`config.mk`:
```
export PLATFORM = sky130hd
export DESIGN_NAME = i2c_addr_match
export DESIGN_NICKNAME = d
export VERILOG_FILES = /design/src/rtl/i2c_am_pkg.sv /design/src/rtl/i2c_am_cfg_regs.sv /design/src/rtl/i2c_am_cmp.sv /design/src/rtl/i2c_am_fsm.sv /design/src/rtl/i2c_addr_match.sv
export SDC_FILE = /design/constraint.sdc
export NUM_CORES = 1
export LEC_CHECK = 0
export BUFFER_PORTS_ARGS = -buffer_cell sky130_fd_sc_hd__buf_2
export CAP_MARGIN = 20
export CORE_MARGIN = 3
export CORE_UTILIZATION = 31
export DETAILED_ROUTE_END_ITERATION = 6
export GPL_ROUTABILITY_DRIVEN = 1
export PLACE_DENSITY = 0.52
export REMOVE_ABC_BUFFERS = 1
export SLEW_MARGIN = 15
export SYNTH_ARGS = -nofsm -noshare
export SYNTH_HDL_FRONTEND = slang
export SYNTH_SLANG_ARGS = --single-unit
```
`constraint.sdc`:
```
create_clock -name clk -period 1.36 [get_ports clk]
set_input_delay 0 -clock clk [delete_from_list [all_inputs] [get_ports clk]]
set_output_delay 0 -clock clk [all_outputs]
set_load 0.02 [all_outputs]
```
`src/rtl/i2c_am_pkg.sv`:
```
package i2c_am_pkg;

    localparam int BYTE_W   = 8;
    localparam int RA_W     = 2;
    localparam int FREQ_W   = 3;
    localparam int OWN_W    = 10;
    localparam int N_LEGAL  = 4;

    localparam logic [RA_W-1:0] RA_CFG = 2'd0;
    localparam logic [RA_W-1:0] RA_OWN = 2'd1;
    localparam logic [RA_W-1:0] RA_GC  = 2'd2;

    localparam logic [4:0]        HDR10_PREFIX  = 5'b11110;
    localparam logic [BYTE_W-1:0] RESERVED_BYTE = 8'h01;

    typedef enum logic {
        ST_IDLE   = 1'b0,
        ST_HDR_OK = 1'b1
    } am_state_e;

    typedef struct packed {
        logic hit_own7;
        logic hit_gc;
        logic hit_hdr;
        logic hit_low;
        logic reserved;
    } cmp_hits_t;

    function automatic logic freq_is_legal(input logic [FREQ_W-1:0] code);
        return (int'(code) < N_LEGAL);
    endfunction

endpackage

```
`src/rtl/i2c_am_cfg_regs.sv`:
```
module i2c_am_cfg_regs
    import i2c_am_pkg::*;
#(
    parameter logic [BYTE_W-1:0] GC_RESET = 8'hA0
) (
    input  logic              clk,
    input  logic              rst_n,
    input  logic              enable,
    input  logic              wr_en,
    input  logic [RA_W-1:0]   addr,
    input  logic [BYTE_W-1:0] wdata,
    output logic [BYTE_W-1:0] rdata,
    output logic              mode_10b,
    output logic [OWN_W-1:0]  own_addr,
    output logic [BYTE_W-1:0] gc_addr,
    output logic [FREQ_W-1:0] freq_code,
    output logic              freq_err
);

    logic [FREQ_W-1:0] wr_freq;
    logic              cfg_wr;
    logic              unlocked;

    assign wr_freq  = {wdata[4], wdata[7], wdata[6]};
    assign cfg_wr   = wr_en && (addr == RA_CFG);
    assign unlocked = !enable;

    // own-address high bits: never locked
    always_ff @(posedge clk or negedge rst_n) begin
        if (!rst_n) begin
            own_addr <= '0;
        end else if (wr_en) begin
            if (addr == RA_CFG) own_addr[9:8] <= wdata[2:1];
            if (addr == RA_OWN) own_addr[7:0] <= wdata;
        end
    end

    // locked configuration fields
    always_ff @(posedge clk or negedge rst_n) begin
        if (!rst_n) begin
            mode_10b  <= 1'b0;
            freq_code <= '0;
            freq_err  <= 1'b0;
            gc_addr   <= GC_RESET;
        end else if (unlocked && wr_en) begin
            if (cfg_wr) begin
                mode_10b <= wdata[5];
                if (freq_is_legal(wr_freq)) begin
                    freq_code <= wr_freq;
                    freq_err  <= 1'b0;
                end else begin
                    freq_err  <= 1'b1;
                end
            end
            if (addr == RA_GC) gc_addr <= wdata;
        end
    end

    always_comb begin
        rdata = '0;
        unique case (addr)
            RA_CFG: rdata = {freq_code[1], freq_code[0], mode_10b, freq_code[2],
                             freq_err, own_addr[9:8], 1'b0};
            RA_OWN: rdata = own_addr[7:0];
            RA_GC:  rdata = gc_addr;
            default: rdata = '0;
        endcase
    end

endmodule

```
`src/rtl/i2c_am_cmp.sv`:
```
module i2c_am_cmp
    import i2c_am_pkg::*;
(
    input  logic [BYTE_W-1:0] rx_byte,
    input  logic [OWN_W-1:0]  own_addr,
    input  logic [BYTE_W-1:0] gc_addr,
    output cmp_hits_t         hits
);

    always_comb begin
        hits.reserved = (rx_byte == RESERVED_BYTE);
        hits.hit_own7 = (rx_byte[7:1] == own_addr[7:1]);
        hits.hit_gc   = (rx_byte[7:1] == gc_addr[7:1]);
        hits.hit_hdr  = (rx_byte[7:1] == {HDR10_PREFIX, own_addr[9:8]});
        hits.hit_low  = (rx_byte == own_addr[7:0]);
    end

endmodule

```
`src/rtl/i2c_am_fsm.sv`:
```
module i2c_am_fsm
    import i2c_am_pkg::*;
(
    input  logic      clk,
    input  logic      rst_n,
    input  logic      enable,
    input  logic      mode_10b,
    input  logic      strobe,
    input  logic      first,
    input  cmp_hits_t hits,
    output logic      own_hit,
    output logic      gc_hit
);

    am_state_e state_q, state_d;
    logic      own_d, gc_d;

    always_comb begin
        state_d = state_q;
        own_d   = 1'b0;
        gc_d    = 1'b0;
        if (!enable) begin
            state_d = ST_IDLE;
        end else if (strobe) begin
            if (first) begin
                state_d = ST_IDLE;
                if (!hits.reserved) begin
                    gc_d = hits.hit_gc;
                    if (mode_10b) begin
                        if (hits.hit_hdr) state_d = ST_HDR_OK;
                    end else begin
                        own_d = hits.hit_own7;
                    end
                end
            end else begin
                unique case (state_q)
                    ST_IDLE: state_d = ST_IDLE;
                    ST_HDR_OK: begin
                        state_d = ST_IDLE;
                        own_d   = mode_10b && hits.hit_low && !hits.reserved;
                    end
                endcase
            end
        end
    end

    always_ff @(posedge clk or negedge rst_n) begin
        if (!rst_n) state_q <= ST_IDLE;
        else        state_q <= state_d;
    end

    always_ff @(posedge clk or negedge rst_n) begin
        if (!rst_n) begin
            own_hit <= 1'b0;
            gc_hit  <= 1'b0;
        end else begin
            own_hit <= own_d;
            gc_hit  <= gc_d;
        end
    end

endmodule

```
`src/rtl/i2c_addr_match.sv`:
```
module i2c_addr_match
    import i2c_am_pkg::*;
#(
    parameter logic [BYTE_W-1:0] GC_RESET = 8'hA0
) (
    input  logic              clk,
    input  logic              rst_n,
    input  logic              periph_enable,
    input  logic              reg_wr_en,
    input  logic [RA_W-1:0]   reg_addr,
    input  logic [BYTE_W-1:0] reg_wdata,
    output logic [BYTE_W-1:0] reg_rd_data,
    input  logic              addr_valid,
    input  logic              addr_first,
    input  logic [BYTE_W-1:0] addr_byte,
    output logic              own_match,
    output logic              gcall_match,
    output logic              ack_req,
    output logic [1:0]        freq_sel,
    output logic              freq_err
);

    logic              mode_10b_w;
    logic [OWN_W-1:0]  own_addr_w;
    logic [BYTE_W-1:0] gc_addr_w;
    logic [FREQ_W-1:0] freq_code_w;
    cmp_hits_t         hits_w;

    i2c_am_cfg_regs #(.GC_RESET(GC_RESET)) u_regs (
        .clk      (clk),
        .rst_n    (rst_n),
        .enable   (periph_enable),
        .wr_en    (reg_wr_en),
        .addr     (reg_addr),
        .wdata    (reg_wdata),
        .rdata    (reg_rd_data),
        .mode_10b (mode_10b_w),
        .own_addr (own_addr_w),
        .gc_addr  (gc_addr_w),
        .freq_code(freq_code_w),
        .freq_err (freq_err)
    );

    i2c_am_cmp u_cmp (
        .rx_byte (addr_byte),
        .own_addr(own_addr_w),
        .gc_addr (gc_addr_w),
        .hits    (hits_w)
    );

    i2c_am_fsm u_fsm (
        .clk     (clk),
        .rst_n   (rst_n),
        .enable  (periph_enable),
        .mode_10b(mode_10b_w),
        .strobe  (addr_valid),
        .first   (addr_first),
        .hits    (hits_w),
        .own_hit (own_match),
        .gc_hit  (gcall_match)
    );

    assign ack_req  = own_match | gcall_match;
    assign freq_sel = freq_code_w[1:0];

endmodule

```
==> summary.txt <==
Timing
  • Final Setup Violations: 0
  • Fin. Hold Viols: 0
  • Slew Viols, Final: 0
  • Worst-margin pin slew: 0.606 ns
  • FMAX: 854 MHz
  • Tcrit/Tclk final: 0.861
  • Final Skew: 0.00554 ns
  • Post-layout minimum cycle time: 1.17 ns
  • Setup_tns: 0 ns
  • RSZ-0062 raised after global routing: no
  • Relative slew slack: 0.596

Die
  • Starting Density: 0.329
  • Die ar.: 5610 um2
  • Row count: 24
  • Io pins: 38
  • Die Wd: 74.9 um
  • Core area: 4470 um2
  • Chip Height: 74.9 um

Setup path
  • R2R setup slack: 0.26 ns
  • Worst R2R Path Depth: 3
  • Cell family with most CP delay: flip-flops
  • Critical Path Start Type: flop
  • Crit path depth: 3
  • Crit-path max cell delay: 0.56 ns
  • Reg2reg end: u_fsm.own_hit$_DFF_PN0_
  • Worst-path cell chain: nand2_1, o21ai_0, buf_2
  • Buf/Inv on CP: 1
  • Crit path kind: reg -> out
  • Maximum fanout along the worst path: 3
  • R2r startpoint: u_regs.own_addr[7]$_DFFE_PN0P_
  • End of the critical path: reg_rd_data[5]
  • Worst path required time: 1.36 ns
  • CP endpoint kind: output port
  • Critical Path AT: 1.17 ns
  • Crit path launch: u_regs.gc_addr[5]$_DFFE_PN1P_
  • Slowest cell on the critical path: dfstp_2

Pwr
  • Internal power: 1.52 mW
  • PwrDens: 1180 nW/um2
  • Sequential share of power: 0.477
  • Combinational power share: 0.288
  • Sw Pwr: 685 uW
  • Net Sw Frac: 0.310
  • Worst ir drop on vdd: 0.771 mV
  • Clock Power Share: 0.235
  • P_leak: 0.856 nW

Job
  • Number of max-cap violations: 0

Clock tree
  • Later-pin clock latency in the skew report: 0.27 ns
  • Postcts setup bufs: 0
  • CTS tree: done
  • Clk sinks: 26
  • CTS root buf: clkbuf_8
  • Longest Clk Path Bufs: 2
  • CTS clk-pin slew, worst paths: 0.10 ns
  • H-tree depth: 1
  • CTS Buf Count: 3

Logic synthesis
  • Area share of the largest cell type after synthesis: 0.408
  • Synth cell types: 30
  • Asr flop ratio synth: 1.00
  • Syn Area/Cell: 12.5 um2
  • Sequential area share after synthesis: 0.444
  • Largest cells by area after synthesis: dfrtp_1 (41%), mux2_2 (9.2%), xnor2_1 (8.9%)
  • Flops & latches, synth: 26
  • Synth area leader: dfrtp_1
  • Synthesized area: 1470 um2
  • Number of synthesized flops with an enable pin: 0
  • Ys Warns: 0
  • Instance count of the mapped netlist: 118
  • Main synth FF type: dfrtp_1

Global route
  • Pin count of the biggest net entering global routing: 27
  • Initial antenna violation count: 0
  • First-pass GRT wire length: 6.07 mm
  • Tot GR Track Use: 0.145
  • Number of global-route vias before repair: 1189
  • Overflow after GRT: 0

Detailed routing
  • Initial DRC count: 24
  • Routed length on met2: 1.65 mm
  • Vias per cell: 4.88
  • Top Metal Used: met4
  • Drt total wl: 3.68 mm
  • Avg WL per Cell: 16.6 um
  • Vias: 1084
  • # DRC: 0
  • DRT met1 WL: 1.82 mm
  • Antenna Nets Post-Route: 0
  • Met3 routed WL: 190 um
  • Pre-antenna DRT Iters: 4

Hold path
  • Hold depth: 2
  • Hold Path Class: in -> reg

Finish
  • Commonest cells after routing, fill and taps aside: buf_2 (37), dfrtp_1 (24), xnor2_1 (15)
  • Layout cells sized above 1: 0.435
  • ANT cells: 0
  • Nets: 195
  • Post-route insts no fill: 222
  • Commonest non-fill, non-tap cell in the layout: buf_2
  • Area growth syn-to-layout: 27.2%

Place
  • Inst Count DP: 207
  • I/O Buffers: 37
  • Final HPWL DP: 2.85 mm
  • Gpl congestion: 0.787

Status
  • Status: complete, no violations
area by class of cell:
class                   instances  area, um2
flip-flops and latches         26        653
multi-input cells              86        759
repair buffers                 54        340
fillers                       421       2600
clock buffers                   4       55.1
well taps                      52       65.1
how the worst min path moves through the flow:
| stage | from | endpoint | slack (ns) |
|---|---|---|---|
| after detailed placement | rst_n | u_fsm.gc_hit$_DFF_PN0_ | 0.04 |
| final | periph_enable | u_fsm.state_q$_DFFE_PN0P_ | 0.01 |
| after global placement | rst_n | u_regs.mode_10b$_DFFE_PN0P_ | 0.03 |
| after CTS | periph_enable | u_fsm.state_q$_DFFE_PN0P_ | 0.01 |
| after global routing | periph_enable | u_fsm.state_q$_DFFE_PN0P_ | 0.01 |
| after floorplan | rst_n | u_fsm.gc_hit$_DFF_PN0_ | -0.30 |
power groups by stage:
stage	Sequential [mW]	Combinational (mW)	Clock [mW]
after floorplan	1.06	0.388	0
after global placement	1.07	0.609	0
after detailed placement	1.07	0.618	0
after CTS	1.06	0.645	0.529
after global routing	1.07	0.694	0.567
final	1.05	0.637	0.518
cell usage after synthesis (all sizes together) (2+ instances only):
cell type,instances
nand4,5
dfstp,2
nand2,9
mux2,22
buf,6
nor2b,3
dfrtp,24
and2b,2
xor2,2
o21ai,7
mux2i,7
xnor2,15
nor4,2
kinds of logic (layout without fill, tap and decap cells):
logic type / Yosys count / in the layout / synth area share
xor gates and xnor gates: 17 / 17 / 0.101
muxes: 29 / 29 / 0.236
AOI/OAI and AO/OA: 11 / 11 / 0.0476
and+or+nand+nor: 29 / 29 / 0.131
buffers and inverters: 6 / 58 / 0.0408
DFF: 26 / 26 / 0.444
layer usage:
layer  vias to the layer above  global-route usage
met2                        30               0.226
met1                       527               0.210
li1                        525                   -
met4                         0              0.0237
met5                         -                   0
met3                         2              0.0334
what timing repair did:
item                                   4_1_cts  5_1_grt
hold buffers                                11        0
endpoints found under the hold margin       47        0
gates resized for setup                      0        0
registers in the layout, indices dropped and copies added (netlist names):
| register | cells |
|---|---|
| u_regs.freq_err | 1 |
| u_fsm.own_hit | 1 |
| u_regs.gc_addr | 8 |
| u_fsm.gc_hit | 1 |
| u_regs.mode_10b | 1 |
| u_regs.freq_code | 3 |
| u_fsm.state_q | 1 |
| u_regs.own_addr | 10 |
worst reg2reg max path, delay by kind of cell, from the launching register on:
kind / cells / cell delay, ns
AND/OR/NAND/NOR: 2 / 0.39
flip-flops: 1 / 0.42
XOR/XNOR: 1 / 0.20
stage by stage:
stage	hold WS [ns]	util	total power, mW	setup slack, ns	instance area (um2)
floorplan	-0.296	-	1.44	0.0735	1410
global placement	0.0316	0.382	1.68	0.176	1710
detailed placement	0.0415	0.382	1.69	0.112	1710
CTS	0.0114	0.419	2.23	0.150	1870
global route	0.0118	0.419	2.33	0.128	1870
finish	0.0113	0.419	2.21	0.189	1870
(Power assumes the default switching activity.)
